**config.mk**
```make
export PLATFORM = sky130hd
export DESIGN_NAME = seg_xlate_unit
export DESIGN_NICKNAME = d
export VERILOG_FILES = /design/src/rtl/seg_xlate_pkg.sv /design/src/rtl/seg_desc_table.sv /design/src/rtl/seg_sel_front.sv /design/src/rtl/seg_addr_back.sv /design/src/rtl/seg_xlate_unit.sv
export SDC_FILE = /design/constraint.sdc
export NUM_CORES = 1
export LEC_CHECK = 0
export ABC_AREA = 1
export BUFFER_PORTS_ARGS = -buffer_cell sky130_fd_sc_hd__buf_2
export CORE_MARGIN = 2
export CORE_UTILIZATION = 46
export CTS_CLUSTER_SIZE = 12
export DETAILED_ROUTE_END_ITERATION = 10
export MAX_ROUTING_LAYER = met4
export REMOVE_ABC_BUFFERS = 1
export SLEW_MARGIN = 0
export SYNTH_ARGS = -nofsm -noshare
export SYNTH_HDL_FRONTEND = slang
export SYNTH_HIERARCHICAL = 1
export SYNTH_SLANG_ARGS = --single-unit
```
**constraint.sdc**
```tcl
create_clock -name clk_i -period 15 [get_ports clk_i]
set_clock_uncertainty 0.1 [all_clocks]
set_input_delay 2.25 -clock clk_i [delete_from_list [all_inputs] [get_ports clk_i]]
set_output_delay 2.25 -clock clk_i [all_outputs]
set_load 0.02 [all_outputs]
```
**src/rtl/seg_xlate_pkg.sv**
```systemverilog
package seg_xlate_pkg;
  typedef enum logic [1:0] {
    MODE_REAL = 2'd0,
    MODE_PROT = 2'd1,
    MODE_FLAT = 2'd2,
    MODE_RSVD = 2'd3
  } xmode_e;

  localparam int SEG_W   = 16;
  localparam int OFF_W   = 32;
  localparam int DESC_W  = 64;
  localparam int IDX_LSB = 3;
  localparam int IDX_W   = SEG_W - IDX_LSB;
  localparam int TI_BIT  = 2;

  // 20-bit real-mode sum, wrapping at 1 MiB
  function automatic logic [OFF_W-1:0] real_addr(input logic [SEG_W-1:0] seg,
                                                 input logic [OFF_W-1:0] off);
    logic [19:0] s;
    s = {seg, 4'h0} + {4'h0, off[15:0]};
    return {12'h000, s};
  endfunction

  // target segment may not be more privileged than CPL or RPL
  function automatic logic priv_ok(input logic [1:0] dpl, input logic [1:0] cpl,
                                   input logic [1:0] rpl);
    return (dpl >= cpl) && (dpl >= rpl);
  endfunction

  function automatic logic [31:0] desc_base(input logic [DESC_W-1:0] d);
    return d[31:0];
  endfunction

  function automatic logic [1:0] desc_dpl(input logic [DESC_W-1:0] d);
    return d[33:32];
  endfunction
endpackage

```
**src/rtl/seg_desc_table.sv**
```systemverilog
module seg_desc_table #(
  parameter int AW = 4,
  parameter int DW = 64
) (
  input  logic          clk_i,
  input  logic          rst_ni,
  input  logic          we_i,
  input  logic [AW-1:0] widx_i,
  input  logic [DW-1:0] wdata_i,
  input  logic [AW-1:0] ridx_i,
  output logic [DW-1:0] rdata_o
);
  localparam int DEPTH = 1 << AW;

  logic [DW-1:0] ent_q [DEPTH];

  for (genvar g = 0; g < DEPTH; g++) begin : g_ent
    always_ff @(posedge clk_i) begin
      if (!rst_ni)                          ent_q[g] <= '0;
      else if (we_i && widx_i == AW'(g))    ent_q[g] <= wdata_i;
    end
  end

  assign rdata_o = ent_q[ridx_i];
endmodule

```
**src/rtl/seg_sel_front.sv**
```systemverilog
module seg_sel_front
  import seg_xlate_pkg::*;
#(
  parameter int AW = 4
) (
  input  logic [SEG_W-1:0] sel_i,
  input  logic [AW-1:0]    wstart_i,
  input  logic [AW:0]      wcount_i,
  output logic [AW-1:0]    entry_o,
  output logic             sel_bad_o
);
  localparam int DEPTH = 1 << AW;
  localparam int SUM_W = IDX_W + 1;

  logic [IDX_W-1:0] idx;
  logic [SUM_W-1:0] sum;
  logic             ti_set, is_null, over_cnt, over_tbl;

  always_comb begin
    idx      = sel_i[SEG_W-1:IDX_LSB];
    sum      = {1'b0, idx} + SUM_W'(wstart_i);
    ti_set   = sel_i[TI_BIT];
    is_null  = (idx == '0);
    over_cnt = (SUM_W'(idx) >= SUM_W'(wcount_i));
    over_tbl = (sum >= SUM_W'(DEPTH));
  end

  assign entry_o   = sum[AW-1:0];
  assign sel_bad_o = ti_set | is_null | over_cnt | over_tbl;
endmodule

```
**src/rtl/seg_addr_back.sv**
```systemverilog
module seg_addr_back
  import seg_xlate_pkg::*;
(
  input  xmode_e           mode_i,
  input  logic [SEG_W-1:0] seg_i,
  input  logic [OFF_W-1:0] off_i,
  input  logic [1:0]       cpl_i,
  input  logic [31:0]      base_i,
  input  logic [1:0]       dpl_i,
  input  logic             sel_bad_i,
  output logic [OFF_W-1:0] addr_o,
  output logic             fault_o
);
  logic             deny;
  logic [OFF_W-1:0] raw;

  always_comb begin
    deny = 1'b0;
    raw  = '0;
    unique case (mode_i)
      MODE_REAL: raw = real_addr(seg_i, off_i);
      MODE_PROT: begin
        deny = sel_bad_i | !priv_ok(dpl_i, cpl_i, seg_i[1:0]);
        raw  = base_i + off_i;
      end
      default: begin
        deny = sel_bad_i | !priv_ok(dpl_i, cpl_i, seg_i[1:0]);
        raw  = off_i;
      end
    endcase
  end

  assign fault_o = deny;
  assign addr_o  = deny ? '0 : raw;
endmodule

```
**src/rtl/seg_xlate_unit.sv**
```systemverilog
module seg_xlate_unit
  import seg_xlate_pkg::*;
#(
  parameter int TBL_AW = 4
) (
  input  logic        clk_i,
  input  logic        rst_ni,
  input  logic        mode_we_i,
  input  logic [1:0]  mode_i,
  input  logic        tbase_we_i,
  input  logic [3:0]  tbase_i,
  input  logic [4:0]  tcount_i,
  input  logic        tw_en_i,
  input  logic [3:0]  tw_idx_i,
  input  logic [63:0] tw_data_i,
  input  logic [15:0] cs_sel_i,
  input  logic        req_valid_i,
  output logic        req_ready_o,
  input  logic [15:0] req_seg_i,
  input  logic [31:0] req_off_i,
  output logic        resp_valid_o,
  input  logic        resp_ready_i,
  output logic [31:0] resp_addr_o,
  output logic        resp_fault_o
);
  typedef enum logic [1:0] {ST_IDLE, ST_CALC, ST_RESP} st_e;

  st_e              st_q;
  xmode_e           mode_q, s1_mode_q, rsp_mode_q;
  logic [TBL_AW-1:0] wstart_q;
  logic [TBL_AW:0]   wcount_q;

  logic [SEG_W-1:0] s1_seg_q;
  logic [OFF_W-1:0] s1_off_q;
  logic [1:0]       s1_cpl_q, s1_dpl_q;
  logic [31:0]      s1_base_q;
  logic             s1_bad_q;

  logic [OFF_W-1:0] rsp_addr_q;
  logic             rsp_fault_q;

  // named events
  logic acc_fire, rsp_fire;
  assign acc_fire = req_valid_i && req_ready_o;
  assign rsp_fire = resp_valid_o && resp_ready_i;

  logic [TBL_AW-1:0] entry_w;
  logic              sel_bad_w;
  logic [DESC_W-1:0] desc_w;
  logic [OFF_W-1:0]  calc_addr_w;
  logic              calc_fault_w;
  logic              unused_bits;

  assign unused_bits = ^{desc_w[DESC_W-1:34], cs_sel_i[15:2]};

  seg_desc_table #(.AW(TBL_AW), .DW(DESC_W)) u_tbl (
    .clk_i   (clk_i),
    .rst_ni  (rst_ni),
    .we_i    (tw_en_i),
    .widx_i  (TBL_AW'(tw_idx_i)),
    .wdata_i (tw_data_i),
    .ridx_i  (entry_w),
    .rdata_o (desc_w)
  );

  seg_sel_front #(.AW(TBL_AW)) u_front (
    .sel_i     (req_seg_i),
    .wstart_i  (wstart_q),
    .wcount_i  (wcount_q),
    .entry_o   (entry_w),
    .sel_bad_o (sel_bad_w)
  );

  seg_addr_back u_back (
    .mode_i    (s1_mode_q),
    .seg_i     (s1_seg_q),
    .off_i     (s1_off_q),
    .cpl_i     (s1_cpl_q),
    .base_i    (s1_base_q),
    .dpl_i     (s1_dpl_q),
    .sel_bad_i (s1_bad_q),
    .addr_o    (calc_addr_w),
    .fault_o   (calc_fault_w)
  );

  always_ff @(posedge clk_i) begin
    if (!rst_ni) begin
      st_q        <= ST_IDLE;
      mode_q      <= MODE_REAL;
      wstart_q    <= '0;
      wcount_q    <= '0;
      s1_mode_q   <= MODE_REAL;
      s1_seg_q    <= '0;
      s1_off_q    <= '0;
      s1_cpl_q    <= '0;
      s1_dpl_q    <= '0;
      s1_base_q   <= '0;
      s1_bad_q    <= 1'b0;
      rsp_mode_q  <= MODE_REAL;
      rsp_addr_q  <= '0;
      rsp_fault_q <= 1'b0;
    end else begin
      if (mode_we_i && mode_i != MODE_RSVD) mode_q <= xmode_e'(mode_i);
      if (tbase_we_i) begin
        wstart_q <= TBL_AW'(tbase_i);
        wcount_q <= (TBL_AW+1)'(tcount_i);
      end
      unique case (st_q)
        ST_IDLE: if (acc_fire) begin
          s1_mode_q <= mode_q;
          s1_seg_q  <= req_seg_i;
          s1_off_q  <= req_off_i;
          s1_cpl_q  <= cs_sel_i[1:0];
          s1_base_q <= desc_base(desc_w);
          s1_dpl_q  <= desc_dpl(desc_w);
          s1_bad_q  <= sel_bad_w;
          st_q      <= ST_CALC;
        end
        ST_CALC: begin
          rsp_mode_q  <= s1_mode_q;
          rsp_addr_q  <= calc_addr_w;
          rsp_fault_q <= calc_fault_w;
          st_q        <= ST_RESP;
        end
        default: if (rsp_fire) st_q <= ST_IDLE;
      endcase
    end
  end

  assign req_ready_o  = (st_q == ST_IDLE);
  assign resp_valid_o = (st_q == ST_RESP);
  assign resp_addr_o  = rsp_addr_q;
  assign resp_fault_o = rsp_fault_q;
endmodule

```
==> flow_summary.ini, run 1 <==
[timing]
hold_violations = 0
tightest_slew_ps = 1260
max_slew_margin_pct = 15.8
rsz0062_at_grt = no
setup_viol = 0
fin_crit_sh_pct = 39.1
fmax_mhz = 170
setup_ws_ps = 9130
fin_tns_setup_ps = 0
drv_slew = 0
layout_min_cycle_time_ps = 5870

[layout]
regArea_um2 = 19000
finalNetCount = 4740
synthToLayoutAreaGrowth_pct = 9.89
finalNonFillerCells = 5635
drive_above_1_share_pct = 9.22
fill_cells = 7402
multiInputGateArea_um2 = 13000

[routing]
finalWirelength_um = 105000
wire_per_inst_um = 18.6
drc_errors = 0
via_count = 28930
drt-initial-drc-count = 2886
postRouteAntennaNets = 0
vias_per_cell = 5.13
drtPass1Iterations = 5

[power]
ir_drop_uv = 78.1
p_leak_nw = 18.7
p_per_area_nw_per_um2 = 125
p_total_mw = 4.95

[grt]
grt_pass1_wl_um = 159000
grt_overflow_total = 0
grt_max_degree = 159
grt_pass1_vias = 26757
grt_usage_pct = 26.5
antenna_found_initial = 2

[floorplanning]
die_x_um = 284
initial_core_util_pct = 46.5
rows = 102
die-area_um2 = 80500
io_pins = 185
die_h_um = 284
core_um2 = 77500

[critical_path]
rr_endpoint = s1_base_q[20]
end_kind = flop
reg2regPathDepth = 12
path_max_fanout = 77
reg2reg_from = wstart_q[0]
path_class = primary input to flop
required_ps = 15460
cp.arrival_ps = 6330
startpoint_type = primary input
rrSetupSlack_ps = 10600

[cts]
clock-sinks = 677
clk_latency_ps = 640
cts-resized-gates = 0
cts_root_buffer = clkbuf_16
hold_buffers = 0
postCtsSetupBuffers = 0
htreeDepth = 3
cts_tree = built
numCtsBuffers = 77
clkTransAtPathRegs_ps = 60
cts_max_path_buffers = 3

[synthesis]
yosysWarnings = 6
netlist_instances = 4587
syn_area_per_cell_um2 = 7.85
synthesis.area_um2 = 36000

[placement]
dp_hpwl_um = 59500
globalplace.congestion = 0.913
dp_slack_ps = 8580
place_inst = 5492
numPortBuffers = 140

[job]
maxCapViolations = 0

[hold_path]
hold_depth = 2
hold_start = mode_q[0]
hold_end = mode_q[0]
min_path_type = flop to flop

[outcome]
status = finished, final reports clean
## cell usage in the layout (no fill, tap or decap), types with 60 or more instances in the layout
cell and n:
clkbuf_16 80, inv_1 695, a21oi_1 143, nor2_1 768, nand2_1 1136, edfxtp_1 544, buf_2 138, o21ai_0 60
dfxtp_1 133, nand3_1 554
## routing by layer
metal	share of wire [%]	track usage [%]	vias to the layer above
li1	-	-	14222
met1	44	35.8	13500
met2	46	41.7	1023
met3	7.5	3.55	185
met4	2.8	7.83	0
met5	0	-	-
## worst max-delay path, cell delays in order
cell	delay, ps
buf_2	150
ha_4	180
fa_4	940
inv_4	900
buf_4	830
nand3_1	150
nand3_1	190
nand3_1	100
nand2_1	240
inv_1	70
nand3_1	80
nand2_1	60
nor2_1	90
## area by class of cell
cell class                      instances  share of cell area, %
Multi-Input combinational cell       2869                   32.8
Clock inverter                         37                  0.845
Inverter                              716                   6.82
Sequential cell                       677                   48.0
Tap cell                             1040                   3.29
Antenna cell                            6                 0.0380
Timing Repair Buffer                  190                   2.78
Clock buffer                          100                   5.35
## per-stage QoR
stage | hold WS, ps | utilization, % | cell area (um^2)
after global placement | 349 | 47.9 | 37100
final | 367 | 51.1 | 39600
after detailed placement | 353 | 47.9 | 37100
after global routing | 399 | 51.1 | 39600
after CTS | 360 | 51.0 | 39500
after floorplan | 327 | - | 34500
## report_power, final
part           switching, mW  internal (mW)  leakage, nW
sequential            0.0496           2.15         6.31
combinational          0.654          0.259         11.3
clock                  0.779           1.05         1.18
total                   1.48           3.46         18.7
## sequential cells by signal (all words and copies together), names as in the netlist
register      flops
st_q              2
resp_fault_o      1
wcount_q          5
s1_seg_q         16
s1_bad_q          1
wstart_q          4
mode_q            2
u_tbl/ent_q     544
s1_mode_q         2
s1_off_q         32
s1_dpl_q          2
resp_addr_o      32
s1_base_q        32
s1_cpl_q          2
## worst max-delay path by stage
stage,from,endpoint,slack (ps),depth (start not counted)
finish,req_seg_i[3],s1_base_q[20],9130,13
detailed placement,req_seg_i[3],s1_base_q[19],8580,13
global route,req_seg_i[3],s1_base_q[19],8980,13
global placement,req_seg_i[3],s1_base_q[20],8570,13
CTS,req_seg_i[3],s1_base_q[19],9250,13
floorplan,req_seg_i[3],s1_base_q[0],3180,12
No activity file was read; power rests on OpenSTA's default activity.
==> run 2, diff against run 1 <==
Clock period 15 ns to 6 ns, I/O delays scaled along.
==> flow_summary.ini, run 2 (synthesis gave the netlist of run 1 again) <==
[outcome]
status = finished, final reports clean

[power]
p_sw_mw = 3.64
p_int_mw = 8.57
p_leak_nw = 18.7
seq_power_share_pct = 45.2
p_total_mw = 12.2
comb_power_share_pct = 18.4
p_per_area_nw_per_um2 = 309
clock_power_share_pct = 36.4
ir_drop_uv = 224
p_sw_share_pct = 29.8

[layout]
fill_cells = 7475
final_cell_mix = nand2_1 (1136), nor2_1 (768), inv_1 (695)
largest_reg_flops = 544
regArea_um2 = 19000
largest_register = u_tbl/ent_q
synthToLayoutAreaGrowth_pct = 9.74
finalNetCount = 4742
final_common_cell = nand2_1
multiInputGateArea_um2 = 13000
drive_above_1_share_pct = 9.15

[routing]
drtPass1Iterations = 7
wire_per_inst_um = 18.7
drc_errors = 0
drt-initial-drc-count = 2700
postRouteAntennaNets = 0
vias_per_cell = 5.13
finalWirelength_um = 106000
via_count = 28919

[grt]
grt_pass1_vias = 26703
grt_usage_pct = 26.8
grt_pass1_wl_um = 160000
grt_overflow_total = 0
antenna_found_initial = 3
grt_max_degree = 178

[timing]
setup_viol = 0
rsz0062_at_grt = no
fin_crit_sh_pct = 60.0
tightest_slew_ps = 1070
hold_violations = 0
max_slew_margin_pct = 28.9
fmax_mhz = 278
fin_tns_setup_ps = 0
layout_min_cycle_time_ps = 3600
drv_slew = 0

[critical_path]
cp.arrival_ps = 4010
path_class = primary input to flop
path_max_fanout = 57
required_ps = 6410
end_kind = flop
startpoint_type = primary input

[floorplanning]
die-area_um2 = 80500
die_h_um = 284
initial_core_util_pct = 46.5
rows = 102
io_pins = 185
die_x_um = 284
core_um2 = 77500

[cts]
hold_buffers = 0
htreeDepth = 3
cts_tree = built
cts-resized-gates = 0
clk_latency_ps = 630
clock-sinks = 677
numCtsBuffers = 76
postCtsSetupBuffers = 0
cts_max_path_buffers = 3
cts_root_buffer = clkbuf_16
clkTransAtPathRegs_ps = 60

[job]
maxCapViolations = 0

[placement]
numPortBuffers = 140
globalplace.congestion = 0.914
dp_hpwl_um = 59600

[hold_path]
min_path_type = flop to flop
-- run 2: cell types whose count changed in the layout (fill, tap and decap cells not counted), sizes merged --
cell,delta
diode,-3
clkinvlp,-4
bufinv,-1
clkinv,-11
inv,+4
buf,+3
clkbuf,+10
-- run 2: per-stage QoR --
step	hold slack (ps)	setup WS, ps	cells	area (um^2)	utilization, %
after CTS	329	2490	5630	39500	51.0
after detailed placement	348	1840	5495	37200	48.0
after floorplan	327	-4470	4262	34500	-
after global routing	337	2270	5633	39500	51.0
after global placement	343	1820	5495	37200	48.0
final	355	2400	5633	39500	51.0
-- run 2: worst paths after layout --
path,from,to,slack [ps],depth (start not counted)
setup / recovery,req_seg_i[3],s1_dpl_q[0],2400,12
hold / removal,mode_q[1],mode_q[1],350,2
setup reg to reg,wstart_q[0],s1_dpl_q[0],2510,11
hold reg to reg,mode_q[1],mode_q[1],350,2
-- run 2: power groups by stage --
stage          Combinational (mW)  Sequential, mW  Clock, mW
6_report                     2.25            5.52       4.44
5_1_grt                      2.51            5.55       4.71
4_1_cts                      2.24            5.52       4.52
3_5_place_dp                 2.23            5.62          0
3_3_place_gp                 2.22            5.61          0
2_1_floorplan                1.49            5.60          0
-- run 2: layout make-up --
class / instances / area share [%]
flip-flops and latches: 677 / 48.1
clock buffers: 110 / 5.34
well taps: 1040 / 3.29
multi-input cells: 2869 / 32.9
clock inverters: 25 / 0.523
diodes: 3 / 0.0190
inverters: 716 / 6.83
repair buffers: 193 / 3.00
-- run 2: metal layers --
metal	global-route usage, %	vias up	share of wire, %
met5	-	-	0
met4	8.28	0	3.1
met3	4.42	193	8.7
met2	41.0	1082	45
met1	36.5	13415	43
li1	-	14229	-
-- run 2: worst max-delay path: stages --
cell and delay [ps]:
buf_2 150, ha_4 180, fa_4 470, xor2_4 520
buf_4 860, nand3_1 160, nand3_1 140, nand2_1 70
inv_1 70, nand3_1 240, nand2_1 150, nor2_1 40
